==> src/rtl/irq_agg_pkg.sv <==
package irq_agg_pkg;
    localparam int          ADDR_W        = 12;
    localparam int          DATA_W        = 32;
    localparam logic [11:0] EOI_ADDR      = 12'h050;
    localparam logic [11:0] DOORBELL_ADDR = 12'h054;
    localparam logic [7:0]  MSI_ROW_BASE  = 8'h10;
    localparam logic [7:0]  INTX_ROW_BASE = 8'h18;
    localparam logic [3:0]  SLOT_STATUS   = 4'h4;
    localparam logic [3:0]  SLOT_EN_SET   = 4'h8;
    localparam logic [3:0]  SLOT_EN_CLR   = 4'hC;
    localparam int          EOI_MSI_BASE  = 4;
endpackage

==> src/rtl/irq_agg_msi_group.sv <==
module irq_agg_msi_group #(
    parameter int WIDTH = 4
) (
    input  logic             clk,
    input  logic             rst_n,
    input  logic [WIDTH-1:0] set_i,
    input  logic             w1c_i,
    input  logic             en_set_i,
    input  logic             en_clr_i,
    input  logic [WIDTH-1:0] wdata_i,
    input  logic             eoi_i,
    output logic [WIDTH-1:0] pend_o,
    output logic [WIDTH-1:0] en_o,
    output logic             irq_o
);
    typedef struct packed {
        logic [WIDTH-1:0] pend;
        logic [WIDTH-1:0] en;
        logic             irq;
    } grp_state_t;

    grp_state_t st_d, st_q;

    always_comb begin
        st_d      = st_q;
        // set is applied after the clear so that a set in the same cycle wins
        st_d.pend = (st_q.pend & ~(w1c_i ? wdata_i : '0)) | set_i;
        st_d.en   = (st_q.en | (en_set_i ? wdata_i : '0)) & ~(en_clr_i ? wdata_i : '0);
        st_d.irq  = (|(st_q.pend & st_q.en)) && !eoi_i;
    end

    always_ff @(posedge clk or negedge rst_n) begin
        if (!rst_n) st_q <= '0;
        else        st_q <= st_d;
    end

    assign pend_o = st_q.pend;
    assign en_o   = st_q.en;
    assign irq_o  = st_q.irq;


    set_wins_chk: assert property (@(posedge clk) disable iff (!rst_n)
        (set_i != '0) |=> ((pend_o & $past(set_i)) == $past(set_i)));

    w1c_keep_chk: assert property (@(posedge clk) disable iff (!rst_n)
        (w1c_i && set_i == '0) |=>
        ((pend_o & ~$past(wdata_i)) == ($past(pend_o) & ~$past(wdata_i))));

    msi_eoi_drop_chk: assert property (@(posedge clk) disable iff (!rst_n)
        eoi_i |=> !irq_o);

    msi_cause_chk: assert property (@(posedge clk) disable iff (!rst_n)
        irq_o |-> $past(|(pend_o & en_o)));
endmodule

==> src/rtl/irq_agg_intx_line.sv <==
module irq_agg_intx_line (
    input  logic clk,
    input  logic rst_n,
    input  logic level_i,
    input  logic en_set_i,
    input  logic en_clr_i,
    input  logic eoi_i,
    output logic stat_o,
    output logic en_o,
    output logic irq_o
);
    typedef struct packed {
        logic stat;
        logic en;
        logic irq;
    } line_state_t;

    line_state_t st_d, st_q;

    always_comb begin
        st_d      = st_q;
        st_d.stat = level_i;
        if (en_set_i) st_d.en = 1'b1;
        if (en_clr_i) st_d.en = 1'b0;
        st_d.irq  = st_q.stat && st_q.en && !eoi_i;
    end

    always_ff @(posedge clk or negedge rst_n) begin
        if (!rst_n) st_q <= '0;
        else        st_q <= st_d;
    end

    assign stat_o = st_q.stat;
    assign en_o   = st_q.en;
    assign irq_o  = st_q.irq;


    intx_eoi_drop_chk: assert property (@(posedge clk) disable iff (!rst_n)
        eoi_i |=> !irq_o);

    intx_cause_chk: assert property (@(posedge clk) disable iff (!rst_n)
        irq_o |-> $past(stat_o && en_o));
endmodule

==> src/rtl/irq_agg_top.sv <==
module irq_agg_top
    import irq_agg_pkg::*;
#(
    parameter int NUM_GROUPS = 8,
    parameter int GROUP_BITS = 4,
    parameter int NUM_INTX   = 4
) (
    input  logic                  clk,
    input  logic                  rst_n,
    input  logic                  bus_we,
    input  logic [ADDR_W-1:0]     bus_addr,
    input  logic [DATA_W-1:0]     bus_wdata,
    output logic [DATA_W-1:0]     bus_rdata,
    input  logic                  ib_we,
    input  logic [4:0]            ib_vector,
    input  logic [NUM_INTX-1:0]   intx_level,
    output logic [NUM_GROUPS-1:0] msi_irq,
    output logic [NUM_INTX-1:0]   intx_irq
);
    localparam int NUM_VEC = NUM_GROUPS * GROUP_BITS;
    localparam int VEC_W   = $clog2(NUM_VEC);

    logic [NUM_GROUPS-1:0][GROUP_BITS-1:0] msi_set, msi_pend, msi_en;
    logic [NUM_GROUPS-1:0] msi_w1c, msi_en_set, msi_en_clr, msi_eoi;
    logic [NUM_INTX-1:0]   intx_stat, intx_en, intx_en_set, intx_en_clr, intx_eoi;
    logic [7:0]            row;
    logic [3:0]            slot;
    logic                  db_bus, eoi_wr;

    assign row    = bus_addr[11:4];
    assign slot   = bus_addr[3:0];
    assign db_bus = bus_we && (bus_addr == DOORBELL_ADDR);
    assign eoi_wr = bus_we && (bus_addr == EOI_ADDR);

    always_comb begin
        msi_set = '0;
        for (int v = 0; v < NUM_VEC; v++) begin
            if ((db_bus && bus_wdata[VEC_W-1:0] == VEC_W'(v)) ||
                (ib_we && ib_vector == VEC_W'(v)))
                msi_set[v % NUM_GROUPS][v / NUM_GROUPS] = 1'b1;
        end
        for (int g = 0; g < NUM_GROUPS; g++) begin
            msi_w1c[g]    = bus_we && row == 8'(MSI_ROW_BASE + g) && slot == SLOT_STATUS;
            msi_en_set[g] = bus_we && row == 8'(MSI_ROW_BASE + g) && slot == SLOT_EN_SET;
            msi_en_clr[g] = bus_we && row == 8'(MSI_ROW_BASE + g) && slot == SLOT_EN_CLR;
            msi_eoi[g]    = eoi_wr && bus_wdata == 32'(EOI_MSI_BASE + g);
        end
        for (int i = 0; i < NUM_INTX; i++) begin
            intx_en_set[i] = bus_we && row == 8'(INTX_ROW_BASE + i) &&
                             slot == SLOT_EN_SET && bus_wdata[0];
            intx_en_clr[i] = bus_we && row == 8'(INTX_ROW_BASE + i) &&
                             slot == SLOT_EN_CLR && bus_wdata[0];
            intx_eoi[i]    = eoi_wr && bus_wdata == 32'(i);
        end
    end

    always_comb begin
        bus_rdata = '0;
        for (int g = 0; g < NUM_GROUPS; g++) begin
            if (row == 8'(MSI_ROW_BASE + g)) begin
                if (slot == SLOT_STATUS) bus_rdata = DATA_W'(msi_pend[g]);
                if (slot == SLOT_EN_SET || slot == SLOT_EN_CLR)
                    bus_rdata = DATA_W'(msi_en[g]);
            end
        end
        for (int i = 0; i < NUM_INTX; i++) begin
            if (row == 8'(INTX_ROW_BASE + i)) begin
                if (slot == SLOT_STATUS) bus_rdata = DATA_W'(intx_stat[i]);
                if (slot == SLOT_EN_SET || slot == SLOT_EN_CLR)
                    bus_rdata = DATA_W'(intx_en[i]);
            end
        end
    end

    for (genvar g = 0; g < NUM_GROUPS; g++) begin : g_msi
        irq_agg_msi_group #(.WIDTH(GROUP_BITS)) u_grp (
            .clk      (clk),
            .rst_n    (rst_n),
            .set_i    (msi_set[g]),
            .w1c_i    (msi_w1c[g]),
            .en_set_i (msi_en_set[g]),
            .en_clr_i (msi_en_clr[g]),
            .wdata_i  (bus_wdata[GROUP_BITS-1:0]),
            .eoi_i    (msi_eoi[g]),
            .pend_o   (msi_pend[g]),
            .en_o     (msi_en[g]),
            .irq_o    (msi_irq[g])
        );
    end

    for (genvar i = 0; i < NUM_INTX; i++) begin : g_intx
        irq_agg_intx_line u_line (
            .clk      (clk),
            .rst_n    (rst_n),
            .level_i  (intx_level[i]),
            .en_set_i (intx_en_set[i]),
            .en_clr_i (intx_en_clr[i]),
            .eoi_i    (intx_eoi[i]),
            .stat_o   (intx_stat[i]),
            .en_o     (intx_en[i]),
            .irq_o    (intx_irq[i])
        );
    end


    doorbell_lands_chk: assert property (@(posedge clk) disable iff (!rst_n)
        ib_we |=> msi_pend[$past(ib_vector) % NUM_GROUPS][$past(ib_vector) / NUM_GROUPS]);
endmodule

==> config.mk <==
export PLATFORM = sky130hd
export DESIGN_NAME = irq_agg_top
export DESIGN_NICKNAME = d
export VERILOG_FILES = /design/src/rtl/irq_agg_pkg.sv /design/src/rtl/irq_agg_msi_group.sv /design/src/rtl/irq_agg_intx_line.sv /design/src/rtl/irq_agg_top.sv
export SDC_FILE = /design/constraint.sdc
export NUM_CORES = 1
export LEC_CHECK = 0
export BUFFER_PORTS_ARGS = -buffer_cell sky130_fd_sc_hd__buf_4
export CAP_MARGIN = 0
export CORE_MARGIN = 5
export CORE_UTILIZATION = 35
export DETAILED_ROUTE_END_ITERATION = 8
export PLACE_DENSITY_LB_ADDON = 0.25
export SLEW_MARGIN = 10
export SYNTH_ARGS = -nofsm -noshare
export SYNTH_HDL_FRONTEND = slang
export SYNTH_SLANG_ARGS = --single-unit
==> constraint.sdc <==
create_clock -name clk -period 4.4 [get_ports clk]
set_input_delay 0.88 -clock clk [delete_from_list [all_inputs] [get_ports clk]]
set_output_delay 0.88 -clock clk [all_outputs]
set_load 0.03 [all_outputs]
==> summary.md <==
| Metric | Value |
|---|---|
| Fin crit share | 0.857 |
| EDFF count, synth | 0 |
| Setup violations, final | 0 |
| First drt pass iteration count | 6 |
| Setup_tns | 0 ns |
| IO Pins | 101 |
| X dimension of the die | 131 um |
| Clock root buffer | clkbuf_16 |
| Routed vias | 4782 |
| Most frequent cells in the layout | 84 x dfrtp_1, 79 x buf_4, 61 x o21ai_0 |
| Seq/Total Area, Yosys | 0.412 |
| GRT Total Usage | 0.197 |
| Peak supply drop | 0.191 mV |
| Final Hold Vio Count | 0 |
| Final #Nets | 642 |
| Die Y | 131 um |
| Sink Count | 84 |
| Final Skew | 0.00658 ns |
| Mapped cell area | 5110 sq um |
| First-pass GRT wire length | 25300 um |
| Post-DP Area | 5520 sq um |
| Synth warnings | 0 |
| Top_reg_cell synth | dfrtp_1 |
| CP endpoint kind | output port |
| RSZ-0062 raised after global routing | false |
| Syn Inst Count | 553 |
| Clk buf depth | 2 |
| Layout cell share with drive strength beyond 1 | 0.186 |
| Setup CP Type | primary input to output port |
| Core region area | 14400 sq um |
| Final Total Pwr | 0.00201 W |
| Final wirelength | 17100 um |
| Hold WS | 0.517 ns |
| Min-Delay Path Class | flip-flop to flip-flop |
| Worst Tran Pin Value | 1.08 ns |
| HPWL after DPL | 12600 um |
| CTS tree | done |
| R2r setup slk | 3.02 ns |
| Vias in the first global route | 4381 |
| # rows | 44 |
| Post-CTS Setup Bufs | 0 |
| # port buffers | 72 |
| CP Data Required Time | 3.52 ns |
| Post_cts resized | 0 |
| Fmax | 0.265 GHz |
| LEAKAGE | 2.31 nW |
| N_diodes | 0 |
| Critical Path Fanout Max | 5 |
| Fin crit period | 3.77 ns |
| Cts bufs inserted | 9 |
| CP Launch Type | primary input |
| Die area | 17100 sq um |
| Largest net degree at the start of global routing | 85 |
| Antenna violations before repair | 0 |
| Most common cell after layout, fill and taps aside | dfrtp_1 |
| Status | finished clean |
| H-tree levels | 3 |
| Post-synth top area share | 0.412 |
| DRC | 0 |
| Iteration-0 DRC count of the detailed router | 739 |
| #FFs+latches synth | 84 |
| Number of library cell types mapped by synthesis | 51 |
| Max transition margin | 0.277 |
| Worst-path clk slew | 0.06 ns |
| Post-synth top area cell | dfrtp_1 |
| Hold-fix buffers at CTS | 0 |
| Synthesis-to-layout area growth | 13.9% |
| Crit path arrival time | 2.89 ns |
| Final Wtd Congestion | 0.960 |
| Dominant cells by area after synthesis | dfrtp_1 41%, o31ai_1 6.3%, o21ai_0 6.0% |
| Number of max-cap violations | 0 |
| Final ANT Viol Nets | 0 |
| Routed vias/inst | 6.18 |
| Effective utilization at floorplan | 0.354 |
| FFs w/ async S/R, synth | 1.00 |
| Design Area, Final | 5820 sq um |
| Grt total ovfl | 0 |
| PwrDens | 345 nW/um^2 |
| Avg Inst Size Synth | 9.24 sq um |
| Count of final max-slew check failures | 0 |
| Routed WL per cell | 22.0 um |
| Clk Latency, worst-skew pair | 0.35 ns |
cell usage after synthesis (6+ instances only):
master    number
o31ai_1       43
nor4_1        11
nor2b_1       10
nand2_1       48
o211ai_1      25
nand4_1        6
nor2_1        13
a41oi_1        9
buf_4         40
nand2b_1       7
o221a_2        7
nand3_1       38
o21ai_0       61
a221oi_1      13
a31oi_1        6
o311ai_1       8
dfrtp_1       84
clkbuf_1      28
inv_1         15
buf_2          8
a22o_1        10
path summary, 6_finish.rpt:
kind                                                          from                                  to  cells past startpoint
worst max-delay path                                   bus_addr[9]                        bus_rdata[2]                      6
worst min-delay path              g_msi[2].u_grp.en_o[2]$_DFF_PN0_    g_msi[2].u_grp.en_o[2]$_DFF_PN0_                      2
worst max register to register  g_msi[6].u_grp.pend_o[2]$_DFF_PN0_      g_msi[6].u_grp.irq_o$_DFF_PN0_                      3
worst min register to register    g_msi[2].u_grp.en_o[2]$_DFF_PN0_    g_msi[2].u_grp.en_o[2]$_DFF_PN0_                      2
max in group asynchronous                                    rst_n  g_msi[5].u_grp.pend_o[0]$_DFF_PN0_                      1
min in group asynchronous                                    rst_n   g_intx[2].u_line.stat_o$_DFF_PN0_                      1
layout make-up:
class                   instances  area [sq um]
fillers                      1438          8610
flip-flops and latches         84          2100
clock buffers                  13           250
multi-input cells             396          2540
clock inverters                 3          46.3
well taps                     184           230
repair buffers                 79           593
inverters                      15          56.3
cells by family (layout without fill, tap and decap cells):
kind of cell	Yosys count	after routing	share of synthesized area
AO/OA/AOI/OAI	198	198	0.279
adder cells (fa/ha/maj)	1	1	0.00196
buffers and inverters	100	110	0.111
flip-flops	84	84	0.412
multiplexers	8	8	0.0279
other	1	28	0.000734
AND/OR/NAND/NOR	161	161	0.168
metrics by stage:
stage          cells  setup WS, ns   util
2_1_floorplan    580          1.06      -
3_3_place_gp     758         0.746  0.383
3_5_place_dp     758         0.684  0.383
4_1_cts          774         0.653  0.403
5_1_grt          774         0.583  0.403
6_report         774         0.630  0.403
sequential cells by signal, indices dropped and copies added (netlist names):
| name | cells |
|---|---|
| g_msi.u_grp.en_o | 32 |
| g_msi.u_grp.pend_o | 32 |
| g_msi.u_grp.irq_o | 8 |
| g_intx.u_line.en_o | 4 |
| g_intx.u_line.irq_o | 4 |
| g_intx.u_line.stat_o | 4 |
report_power, final:
group	internal [W]	switching (W)	total, W
sequential	0.000844	0.0000810	0.000925
combinational	0.000119	0.000194	0.000313
clock	0.000457	0.000313	0.000770
total	0.00142	0.000588	0.00201
per-layer routing:
metal	track usage	vias to the layer above	wire, um
met1	0.265	2332	6940
met5	0	-	0
li1	-	2121	-
met3	0.0443	43	1590
met4	0.0829	0	602
met2	0.308	286	7930
critical path, stage by stage:
cell	delay [ns]
buf_4	0.13
or4b_4	0.57
nor4_1	0.66
nand3_1	0.15
a41oi_1	0.28
buf_4	0.22
Power figures use the tool's default switching activity.
